==> src/rtl/fmt_pkg.sv <==
package fmt_pkg;

    // Default geometry of one axis
    localparam int DEF_SMP_W  = 12;
    localparam int DEF_WORD_W = 16;
    localparam int NUM_AX     = 3;
    localparam int NUM_BYTES  = 2 * NUM_AX;

    // Status byte bit positions
    localparam int ST_NEW_X   = 0;
    localparam int ST_NEW_ALL = 3;
    localparam int ST_OVR_X   = 4;
    localparam int ST_OVR_ALL = 7;

    typedef enum logic {
        JUST_RIGHT = 1'b0,
        JUST_LEFT  = 1'b1
    } just_e;

    typedef enum logic {
        ORD_LITTLE = 1'b0,
        ORD_BIG    = 1'b1
    } order_e;

    typedef struct packed {
        logic ovr;
        logic fresh;
    } flag_t;

    // Byte index (within a pair) that returns the high byte for an ordering
    function automatic int hi_slot(input order_e ord);
        return (ord == ORD_BIG) ? 0 : 1;
    endfunction

endpackage

==> src/rtl/axis_lane.sv <==
module axis_lane
    import fmt_pkg::*;
#(
    parameter int SMP_W = DEF_SMP_W
) (
    input  logic             clk,
    input  logic             rst,
    input  logic             vld,
    input  logic [SMP_W-1:0] smp,
    input  logic             clr_hi,
    output logic [SMP_W-1:0] smp_q,
    output flag_t            flg_q
);

    flag_t flg_d;

    always_comb begin
        flg_d.ovr   = (vld & flg_q.fresh & ~clr_hi) | (flg_q.ovr & ~clr_hi);
        flg_d.fresh = vld | (flg_q.fresh & ~clr_hi);
    end

    always_ff @(posedge clk) begin
        if (rst) begin
            smp_q <= '0;
            flg_q <= '0;
        end else begin
            if (vld) smp_q <= smp;
            flg_q <= flg_d;
        end
    end

    p_fresh_after_vld_r7: assert property (@(posedge clk) disable iff (rst)
        vld |=> flg_q.fresh);

    p_ovr_on_repeat_r10: assert property (@(posedge clk) disable iff (rst)
        (vld && flg_q.fresh && !clr_hi) |=> flg_q.ovr);

    p_clear_on_hi_read_r9: assert property (@(posedge clk) disable iff (rst)
        (clr_hi && !vld) |=> (!flg_q.fresh && !flg_q.ovr));

    p_ovr_needs_fresh_r10: assert property (@(posedge clk) disable iff (rst)
        flg_q.ovr |-> flg_q.fresh);

    p_hold_without_vld_r12: assert property (@(posedge clk) disable iff (rst)
        !vld |=> $stable(smp_q));

    p_no_ovr_on_simul_r12: assert property (@(posedge clk) disable iff (rst)
        (vld && clr_hi) |=> (flg_q.fresh && !flg_q.ovr));

endmodule

==> src/rtl/word_shaper.sv <==
module word_shaper
    import fmt_pkg::*;
#(
    parameter int SMP_W  = DEF_SMP_W,
    parameter int WORD_W = DEF_WORD_W
) (
    input  logic [SMP_W-1:0]  smp,
    input  just_e             just,
    output logic [WORD_W-1:0] word
);

    localparam int PAD_W = WORD_W - SMP_W;

    generate
        if (PAD_W > 0) begin : g_pad
            always_comb begin
                if (just == JUST_LEFT)
                    word = {smp, {PAD_W{1'b0}}};
                else
                    word = {{PAD_W{smp[SMP_W-1]}}, smp};
            end
        end else begin : g_nopad
            assign word = smp;
        end
    endgenerate

endmodule

==> src/rtl/byte_order.sv <==
module byte_order
    import fmt_pkg::*;
#(
    parameter int WORD_W = DEF_WORD_W
) (
    input  logic [WORD_W-1:0] word,
    input  order_e            ord,
    output logic [7:0]        lo_addr,
    output logic [7:0]        hi_addr
);

    logic [7:0] lsb_byte;
    logic [7:0] msb_byte;

    assign lsb_byte = word[7:0];
    assign msb_byte = word[WORD_W-1 -: 8];

    always_comb begin
        if (ord == ORD_BIG) begin
            lo_addr = msb_byte;
            hi_addr = lsb_byte;
        end else begin
            lo_addr = lsb_byte;
            hi_addr = msb_byte;
        end
    end

endmodule

==> src/rtl/accel_byte_fmt.sv <==
module accel_byte_fmt
    import fmt_pkg::*;
#(
    parameter int SMP_W  = DEF_SMP_W,
    parameter int WORD_W = DEF_WORD_W
) (
    input  logic                   clk,
    input  logic                   rst,
    input  logic [SMP_W-1:0]       x_smp,
    input  logic [SMP_W-1:0]       y_smp,
    input  logic [SMP_W-1:0]       z_smp,
    input  logic [NUM_AX-1:0]      smp_vld,
    input  logic                   just_left,
    input  logic                   big_end,
    input  logic [NUM_BYTES-1:0]   rd_stb,
    output logic [8*NUM_BYTES-1:0] data_bytes,
    output logic [7:0]             status
);

    logic [NUM_AX-1:0][SMP_W-1:0] smp_in;
    just_e                        just;
    order_e                       ord;
    logic [NUM_AX-1:0]            fresh_v;
    logic [NUM_AX-1:0]            ovr_v;

    assign smp_in = {z_smp, y_smp, x_smp};
    assign just   = just_e'(just_left);
    assign ord    = order_e'(big_end);

    generate
        for (genvar a = 0; a < NUM_AX; a++) begin : g_axis
            logic [SMP_W-1:0]  smp_q;
            flag_t             flg;
            logic [WORD_W-1:0] word;
            logic              clr_hi;

            assign clr_hi = rd_stb[2*a + hi_slot(ord)];

            axis_lane #(.SMP_W(SMP_W)) u_lane (
                .clk    (clk),
                .rst    (rst),
                .vld    (smp_vld[a]),
                .smp    (smp_in[a]),
                .clr_hi (clr_hi),
                .smp_q  (smp_q),
                .flg_q  (flg)
            );

            word_shaper #(.SMP_W(SMP_W), .WORD_W(WORD_W)) u_shape (
                .smp  (smp_q),
                .just (just),
                .word (word)
            );

            byte_order #(.WORD_W(WORD_W)) u_order (
                .word    (word),
                .ord     (ord),
                .lo_addr (data_bytes[16*a +: 8]),
                .hi_addr (data_bytes[16*a + 8 +: 8])
            );

            assign fresh_v[a] = flg.fresh;
            assign ovr_v[a]   = flg.ovr;
        end
    endgenerate

    always_comb begin
        status = '0;
        for (int a = 0; a < NUM_AX; a++) begin
            status[ST_NEW_X + a] = fresh_v[a];
            status[ST_OVR_X + a] = ovr_v[a];
        end
        status[ST_NEW_ALL] = &fresh_v;
        status[ST_OVR_ALL] = &ovr_v;
    end

    p_left_low_zero_r3: assert property (@(posedge clk) disable iff (rst)
        (just_left && !big_end) |-> (data_bytes[3:0] == 4'h0));

    p_right_sign_ext_r2: assert property (@(posedge clk) disable iff (rst)
        (!just_left && !big_end) |->
            ((data_bytes[15:11] == 5'h00) || (data_bytes[15:11] == 5'h1f)));

    p_all_new_r8: assert property (@(posedge clk) disable iff (rst)
        status[ST_NEW_ALL] |-> (status[2:0] == 3'b111));

    p_all_ovr_r11: assert property (@(posedge clk) disable iff (rst)
        status[ST_OVR_ALL] |-> status[ST_NEW_ALL]);

endmodule

==> config.mk <==
export PLATFORM = sky130hd
export DESIGN_NAME = accel_byte_fmt
export DESIGN_NICKNAME = d
export VERILOG_FILES = /design/src/rtl/fmt_pkg.sv /design/src/rtl/axis_lane.sv /design/src/rtl/word_shaper.sv /design/src/rtl/byte_order.sv /design/src/rtl/accel_byte_fmt.sv
export SDC_FILE = /design/constraint.sdc
export NUM_CORES = 1
export LEC_CHECK = 0
export ABC_AREA = 1
export BUFFER_PORTS_ARGS = -buffer_cell sky130_fd_sc_hd__buf_2
export CORE_UTILIZATION = 25
export CTS_BUF_LIST = sky130_fd_sc_hd__clkbuf_16
export DETAILED_ROUTE_END_ITERATION = 8
export GPL_TIMING_DRIVEN = 0
export PLACE_DENSITY = 0.59
export SKIP_CTS_REPAIR_TIMING = 1
export SLEW_MARGIN = 20
export SYNTH_ARGS = -nofsm -noshare
export SYNTH_HDL_FRONTEND = slang
export SYNTH_SLANG_ARGS = --single-unit
==> constraint.sdc <==
create_clock -name clk -period 1.8 [get_ports clk]
set_clock_uncertainty 0.15 [all_clocks]
set_input_delay 0.36 -clock clk [delete_from_list [all_inputs] [get_ports clk]]
set_output_delay 0.36 -clock clk [all_outputs]
set_load 0.01 [all_outputs]
==> summary.txt, run 1 <==
Placed design
  – DP Cell Count: 690
  – Buffers on Ports: between 100 and 150
  – RePlAce Congestion: between 0.8 and 0.9
  – DP Wirelength: 7180 um

Power
  – Leak: between 1.5 and 2 nW
  – Peak VDD IR: approximately 0.44 mV
  – PwrDens: ~750 nW/um2
  – Overall power: around 2.6 mW

Floorplanning
  – Starting density of the core: between 20% and 30%
  – Core area: 9910 um2
  – Num ports: between 100 and 150
  – Die Area: 10,800 um2
  – Standard-cell rows: 36
  – Die Height: between 100 and 150 um
  – Die width: just over 100 um

Clock network
  – Worst-path clk slew: ~70 ps
  – TritonCTS clock tree: built
  – Root Buffer: clkbuf_16
  – Clock sinks: 42
  – CTS max path bufs: 2
  – Worst skew pair latency: about 280 ps
  – Total CTS buffers: 5
  – H-Tree Level Count: 2

Timing
  – Crit path time final: about 1700 ps
  – Setup TNS: 0 ps
  – Worst-Margin Slew: 550 ps
  – Setup-failing EPs final: 0
  – Fmax achieved: 591 MHz
  – RSZ-0062 raised after global routing: false
  – Slew margin rel.: 63.4%
  – Max Transition Viols Final: 0
  – Hold Vio Cnt, Final: 0
  – Crit share post-route: a little over nine tenths

Worst setup path
  – CP Class: input pin to primary output
  – CP Max Fanout: 10
  – Setup crit end kind: primary output
  – Worst Path Required: about 1300 ps
  – CP Data Arrival Time: about 1200 ps
  – CP Cell Sequence: buf_4 -> inv_2 -> buf_2 -> nand2_1 -> nand2_1 -> buf_2
  – Crit-path leading delay family: buffers and inverters
  – Worst path slowest cell: buf_2
  – Crit path largest cell delay: 240 ps
  – Crit start category: input pin
  – Buf/Inv on CP: 4

Logic synthesis
  – Gate Count Post-Synth: 455
  – Area share of the largest cell type after synthesis: between 30% and 40%
  – Post-Synth XOR/XNOR Area: 0%
  – Post-Syn Area: between 2000 and 3000 um2
  – Mux cell area share after synthesis: 0%
  – Sequential area share after synthesis: 32.4%
  – Synth Area per Inst: 5.71 um2
  – Synth unique cells: 17
  – Compound-gate portion of the synthesized area: 7.51%
  – Largest family of logic cells by synthesized area: simple AND/OR/NAND/NOR gates
  – Post-synth net total: 504
  – Area leader, netlist: dfxtp_1
  – Register bit total from synthesis: between 40 and 50
  – Post-Synth Simple-Gate Area: between 40% and 50%
  – Synth Area in Adders: 0%
  – Top cells by area, synth: dfxtp_1 32%, nand2_1 28%, nor2_1 11%
  – Syn. warnings: 0

Cells and area
  – # diodes: 0
  – # nets final: 613
  – Layout cells sized above 1: 25.0%
  – # fillers: between 1,000 and 1,500
  – Area Overhead vs Synth: 31.6%
  – Most common cell after layout, fill and taps aside: nand2_1
  – Most frequent cells in the layout: 192 x nand2_1, 116 x buf_2, 75 x nor2_1, 45 x nand3_1, 42 x dfxtp_1
  – Fin cells: 698

Run status
  – Status: finished clean

Routing
  – Drt first pass iters: 5
  – Vias/cell: 4.64
  – WL met2: 4290 um
  – Post-DR wirelength/cell: about 14 um
  – Highest routed layer: met4
  – DRT Wirelength: 9530 um
  – Antenna Nets Post-Route: 0
  – Iter 0 DRT Violations: roughly 170
  – Metal3 WL: 682 um
  – Vias: about 3,200
  – M1 wire length: around 4300 um
  – DRC viols: 0

Global routing
  – First-pass GRT wire length: roughly 16,000 um
  – Vias in the first global route: around 3,200
  – Largest net degree at the start of global routing: 13
  – Initial antenna violation count: 0
  – Gr ovfl total: 0
  – Gr usage total: between 10% and 20%

Job
  – Max-cap violations: 0

Hold path
  – Worst hold path type: input pin to register
cell usage after synthesis, drive strengths merged:
| library cell | n |
|---|---|
| nand2 | 195 |
| a21oi | 3 |
| buf | 26 |
| nor2 | 75 |
| clkinv | 1 |
| nand3 | 45 |
| inv | 23 |
| clkbuf | 4 |
| o21ai | 36 |
| nand4 | 3 |
| dfxtp | 42 |
| and3 | 2 |
area by class of cell:
cell class | count | area [um2] | share of cell area, %
timing repair buffer | 102 | 510 | 14.9
buffer | 30 | 196 | 5.75
inverter | 24 | 92.6 | 2.71
clock inverter | 3 | 12.5 | 0.366
tap | 133 | 166 | 4.87
sequential | 42 | 841 | 24.6
clock buffer | 5 | 125 | 3.66
multi-input combinational | 359 | 1470 | 43.1
cells by family after synthesis:
family	count (synthesis)
compound gates	39
buf+inv	54
simple gates	320
flops	42
report_power, final:
part | internal [mW] | leakage [nW] | total [mW] | switching (mW)
clock network | 0.503 | 0.0724 | 0.881 | 0.378
logic | 0.242 | 1.57 | 0.631 | 0.389
registers | 0.994 | 0.349 | 1.05 | 0.0593
total | 1.74 | 1.99 | 2.57 | 0.827
tightest hold or removal path: cells and delay by family:
kind                   cells  cell delay (ps)
buffers and inverters      1               70
AND/OR/NAND/NOR            2              110
flip-flops by register name (all words and copies together), names as in the netlist:
register             flops
g_axis.u_lane.flg_q      6
g_axis.u_lane.smp_q     36
through the flow:
step                hold WS, ps  instance area, um2  utilization (%)  setup slack (ps)
finish                      144                3420             34.5               109
global route                162                3420             34.5              29.7
CTS                         147                3410             34.4              9.80
detailed placement          355                3270             33.0              11.6
global placement            343                3270             33.0              49.5
floorplan                   335                2600                -               355
routing by layer:
layer | GRT usage (%) | vias up
met5 | 0 | -
li1 | - | 1632
met1 | 23.1 | 1458
met2 | 29.1 | 125
met4 | 7.35 | 0
met3 | 3.82 | 23
worst paths after layout:
path	startpoint	endpoint	slack (ps)	cells past startpoint
max reg2reg	g_axis[1].u_lane.smp_q[0]$_SDFFE_PP0P_	g_axis[1].u_lane.smp_q[0]$_SDFFE_PP0P_	930	2
max	big_end	data_bytes[31]	110	6
min	x_smp[4]	g_axis[0].u_lane.smp_q[4]$_SDFFE_PP0P_	140	3
min reg2reg	g_axis[0].u_lane.flg_q[1]$_SDFF_PP0_	g_axis[0].u_lane.flg_q[1]$_SDFF_PP0_	370	2
Power figures use the tool's default switching activity.
==> run 2, diff against run 1 <==
--- a/config.mk
+++ b/config.mk
@@ -11,9 +11,10 @@
 export CTS_BUF_LIST = sky130_fd_sc_hd__clkbuf_16
 export DETAILED_ROUTE_END_ITERATION = 8
 export GPL_TIMING_DRIVEN = 0
-export PLACE_DENSITY = 0.59
+export PLACE_DENSITY = 0.57
 export SKIP_CTS_REPAIR_TIMING = 1
 export SLEW_MARGIN = 20
 export SYNTH_ARGS = -nofsm -noshare
 export SYNTH_HDL_FRONTEND = slang
+export SYNTH_HIERARCHICAL = 1
 export SYNTH_SLANG_ARGS = --single-unit
==> run 2 against run 1 <==
Non-clock buffer count decreased by 2; clock power increased by 14%; design area increased by 20%; routed wire length decreased by 16%; global-route usage decreased by 5.4 points; power increased by 8.2%; count of clock-buffer cells in the layout unchanged; hold slack improved by 61 ps; critical path type unchanged.
==> summary.txt, run 2 <==
Job
  – Max-cap violations: 0 (unchanged)

Timing
  – Fmax achieved: 584 MHz (was 591 MHz)
  – Worst-Margin Slew: 231 ps (was 550 ps)
  – Setup-failing EPs final: 0 (unchanged)
  – Slack of the critical path: 87.2 ps (was 109 ps)
  – Hold WS: 205 ps (was 144 ps)
  – Max Transition Viols Final: 0 (unchanged)
  – Hold Vio Cnt, Final: 0 (unchanged)
  – Slew margin rel.: 84.6% (was 63.4%)
  – Crit path time final: 1710 ps (was 1690 ps)
  – Crit share post-route: 95.2% (was 93.9%)
  – RSZ-0062 raised after global routing: false (unchanged)
  – Setup TNS: 0 ps (unchanged)

Power
  – Leak: 2.52 nW (was 1.99 nW)
  – PwrDens: 676 nW/um2 (was 751 nW/um2)
  – Peak VDD IR: 0.298 mV (was 0.444 mV)

Worst setup path
  – R2r setup slk: 990 ps (was 930 ps)
  – CP Class: input pin to primary output (unchanged)
  – CP Capture Point: data_bytes[9] (was data_bytes[31])
  – FF-to-FF path depth: 4 (was 2)
  – Worst R2R Start: g_axis[1].u_lane/flg_q[0]$_SDFF_PP0_ (was g_axis[1].u_lane.smp_q[0]$_SDFFE_PP0P_)
  – Worst Path Required: 1290 ps (about the same)
  – Setup crit end kind: primary output (unchanged)
  – CP Data Arrival Time: 1200 ps (was 1180 ps)
  – Worst R2R End: g_axis[1].u_lane/flg_q[1]$_SDFF_PP0_ (was g_axis[1].u_lane.smp_q[0]$_SDFFE_PP0P_)
  – Origin of the worst setup path: big_end (unchanged)
  – Crit start category: input pin (unchanged)
  – CP Max Fanout: 10 (unchanged)

Clock network
  – Root Buffer: clkbuf_16 (unchanged)
  – CTS max path bufs: 2 (unchanged)
  – Worst-path clk slew: 60 ps (was 70 ps)
  – TritonCTS clock tree: built (unchanged)
  – Clock sinks: 42 (unchanged)
  – Total CTS buffers: 5 (unchanged)
  – H-Tree Level Count: 2 (unchanged)
  – Worst skew pair latency: 280 ps (about the same)

Logic synthesis
  – Ys async rst share: 0% (unchanged)
  – Register bit total from synthesis: 42 (unchanged)
  – Cell with the most instances after synthesis: nand2_1 (unchanged)
  – Sequential area share after synthesis: 26.1% (was 32.4%)
  – Gate Count Post-Synth: 562 (was 455)
  – Main synth FF type: dfxtp_1 (unchanged)
  – Top cells by area, synth: nand2_1 31%, dfxtp_1 26%, nand2_2 12% (was dfxtp_1 32%, nand2_1 28%, nor2_1 11%)
  – Most frequent cells after synthesis: 269 x nand2_1, 89 x nor2_1, 63 x nand2_2 (was 192 x nand2_1, 75 x nor2_1, 45 x nand3_1)
  – Synth Area per Inst: 5.74 um2 (was 5.71 um2)
  – Post-synth EDFFs: 0 (unchanged)
  – Area leader, netlist: nand2_1 (was dfxtp_1)
  – Post-synth net total: 611 (was 504)
  – Synth unique cells: 11 (was 17)
  – Post-Syn Area: 3220 um2 (was 2600 um2)
  – Syn. warnings: 6 (was 0)
  – Area share of the largest cell type after synthesis: 31.3% (was 32.4%)

Floorplanning
  – Core area: 12,600 um2 (was 9910 um2)
  – Die Height: 116 um (was 104 um)
  – Standard-cell rows: 41 (was 36)
  – Die Area: 13,400 um2 (was 10,800 um2)
  – Num ports: 105 (unchanged)
  – Starting density of the core: 25.6% (was 26.2%)
  – Die width: 116 um (was 104 um)

Routing
  – Antenna Nets Post-Route: 0 (unchanged)
  – Iter 0 DRT Violations: 73 (was 169)
  – Drt first pass iters: 4 (was 5)
  – Vias/cell: 3.87 (was 4.64)
  – DRC viols: 0 (unchanged)
  – Post-DR wirelength/cell: 9.52 um (was 13.7 um)
  – Vias: 3,265 (was 3,238)
  – DRT Wirelength: 8030 um (was 9530 um)

Run status
  – Status: finished clean (unchanged)

Cells and area
  – Layout cells sized above 1: 31.3% (was 25.0%)
  – Area Overhead vs Synth: 27.4% (was 31.6%)
  – Fin cells: 843 (was 698)
  – Most common cell after layout, fill and taps aside: nand2_1 (unchanged)
  – Reg with most FFs: g_axis.u_lane/smp_q (was g_axis.u_lane.smp_q)
  – # nets final: 718 (was 613)
  – Max reg flops: 36 (unchanged)
  – # fillers: 1,512 (was 1,160)
  – Post-route cell area: 4110 um2 (was 3420 um2)
  – Largest regs: g_axis.u_lane/smp_q: 36 flops, g_axis.u_lane/flg_q: 6 flops (was g_axis.u_lane.smp_q: 36 flops, g_axis.u_lane.flg_q: 6 flops)
  – Most frequent cells in the layout: 269 x nand2_1, 100 x buf_2, 89 x nor2_1, 63 x nand2_2, 60 x inv_1 (was 192 x nand2_1, 116 x buf_2, 75 x nor2_1, 45 x nand3_1, 42 x dfxtp_1)
  – Multi-input gate area: 1770 um2 (was 1470 um2)
  – Reg area: 841 um2 (unchanged)

Placed design
  – Post-place setup slack: 60.7 ps (was 11.6 ps)
  – DP Wirelength: 6770 um (was 7180 um)
  – DP Area: 3940 um2 (was 3270 um2)
  – RePlAce Congestion: 0.797 (was 0.838)
  – DP Cell Count: 834 (was 690)
  – Buffers on Ports: 100 (was 102)

Global routing
  – Initial antenna violation count: 1 (was 0)
  – Largest net degree at the start of global routing: 14 (was 13)
  – First-pass GRT wire length: 13,300 um (was 15,600 um)
  – Gr ovfl total: 0 (unchanged)
  – Gr usage total: 12.6% (was 18.0%)
  – Vias in the first global route: 2,922 (was 3,225)

Hold path
  – Worst hold path type: input pin to register (unchanged)
  – Min-delay src: smp_vld[0] (was x_smp[4])
run 2: changes by cell type in the layout (fill, tap and decap cells not counted), moves of 14 or more:
cell,change
nor2_1,+14
nand2_2,+60
inv_1,+38
o21ai_0,-36
nand3_1,-45
nand2_1,+77
buf_6,+16
buf_2,-16
run 2: layout make-up:
cell class | instances | share of cell area (%)
clock buffer | 5 | 3.05
clock inverter | 3 | 1.00
sequential | 42 | 20.5
multi-input combinational | 424 | 43.1
buffer | 30 | 8.31
inverter | 66 | 6.58
antenna | 1 | 0.0609
tap | 172 | 5.24
timing repair buffer | 100 | 12.2
run 2: report_power, final:
part	switching, mW	internal, mW	total, mW	leakage (nW)
combinational	0.410	0.313	0.723	2.09
sequential	0.0564	0.995	1.05	0.349
clock	0.354	0.649	1.00	0.0812
total	0.821	1.96	2.78	2.52
run 2: worst min-delay path by stage:
| stage | endpoint | slack (ps) | cells past startpoint |
|---|---|---|---|
| floorplan | g_axis[0].u_lane/smp_q[0]$_SDFFE_PP0P_ | 310 | 2 |
| global placement | g_axis[0].u_lane/smp_q[1]$_SDFFE_PP0P_ | 330 | 2 |
| detailed placement | g_axis[2].u_lane/smp_q[0]$_SDFFE_PP0P_ | 330 | 2 |
| CTS | g_axis[0].u_lane/smp_q[6]$_SDFFE_PP0P_ | 200 | 4 |
| global route | g_axis[0].u_lane/smp_q[6]$_SDFFE_PP0P_ | 230 | 4 |
| finish | g_axis[0].u_lane/smp_q[6]$_SDFFE_PP0P_ | 200 | 4 |
run 2: layer usage:
| layer | vias up | track usage, % | wire [um] |
|---|---|---|---|
| met4 | 0 | 4.16 | 112 |
| li1 | 1817 | - | - |
| met1 | 1375 | 15.7 | 3910 |
| met5 | - | 0 | 0 |
| met2 | 67 | 21.6 | 3600 |
| met3 | 6 | 2.35 | 405 |
run 2: through the flow:
stage,utilization (%),power (mW)
after floorplan,-,1.57
after global placement,31.2,1.81
after detailed placement,31.2,1.81
after CTS,32.5,2.84
after global routing,32.5,2.96
final,32.6,2.78
run 2: logic make-up after synthesis:
kind of cell | share of synthesized area, %
buf+inv | 19.0
simple gates | 54.9
flops | 26.1
run 2: worst max-delay path, cell delays in order:
cell	delay [ps]
buf_2	220
buf_6	190
inv_8	50
buf_12	140
nand2_2	50
nand2_2	50
buf_2	130
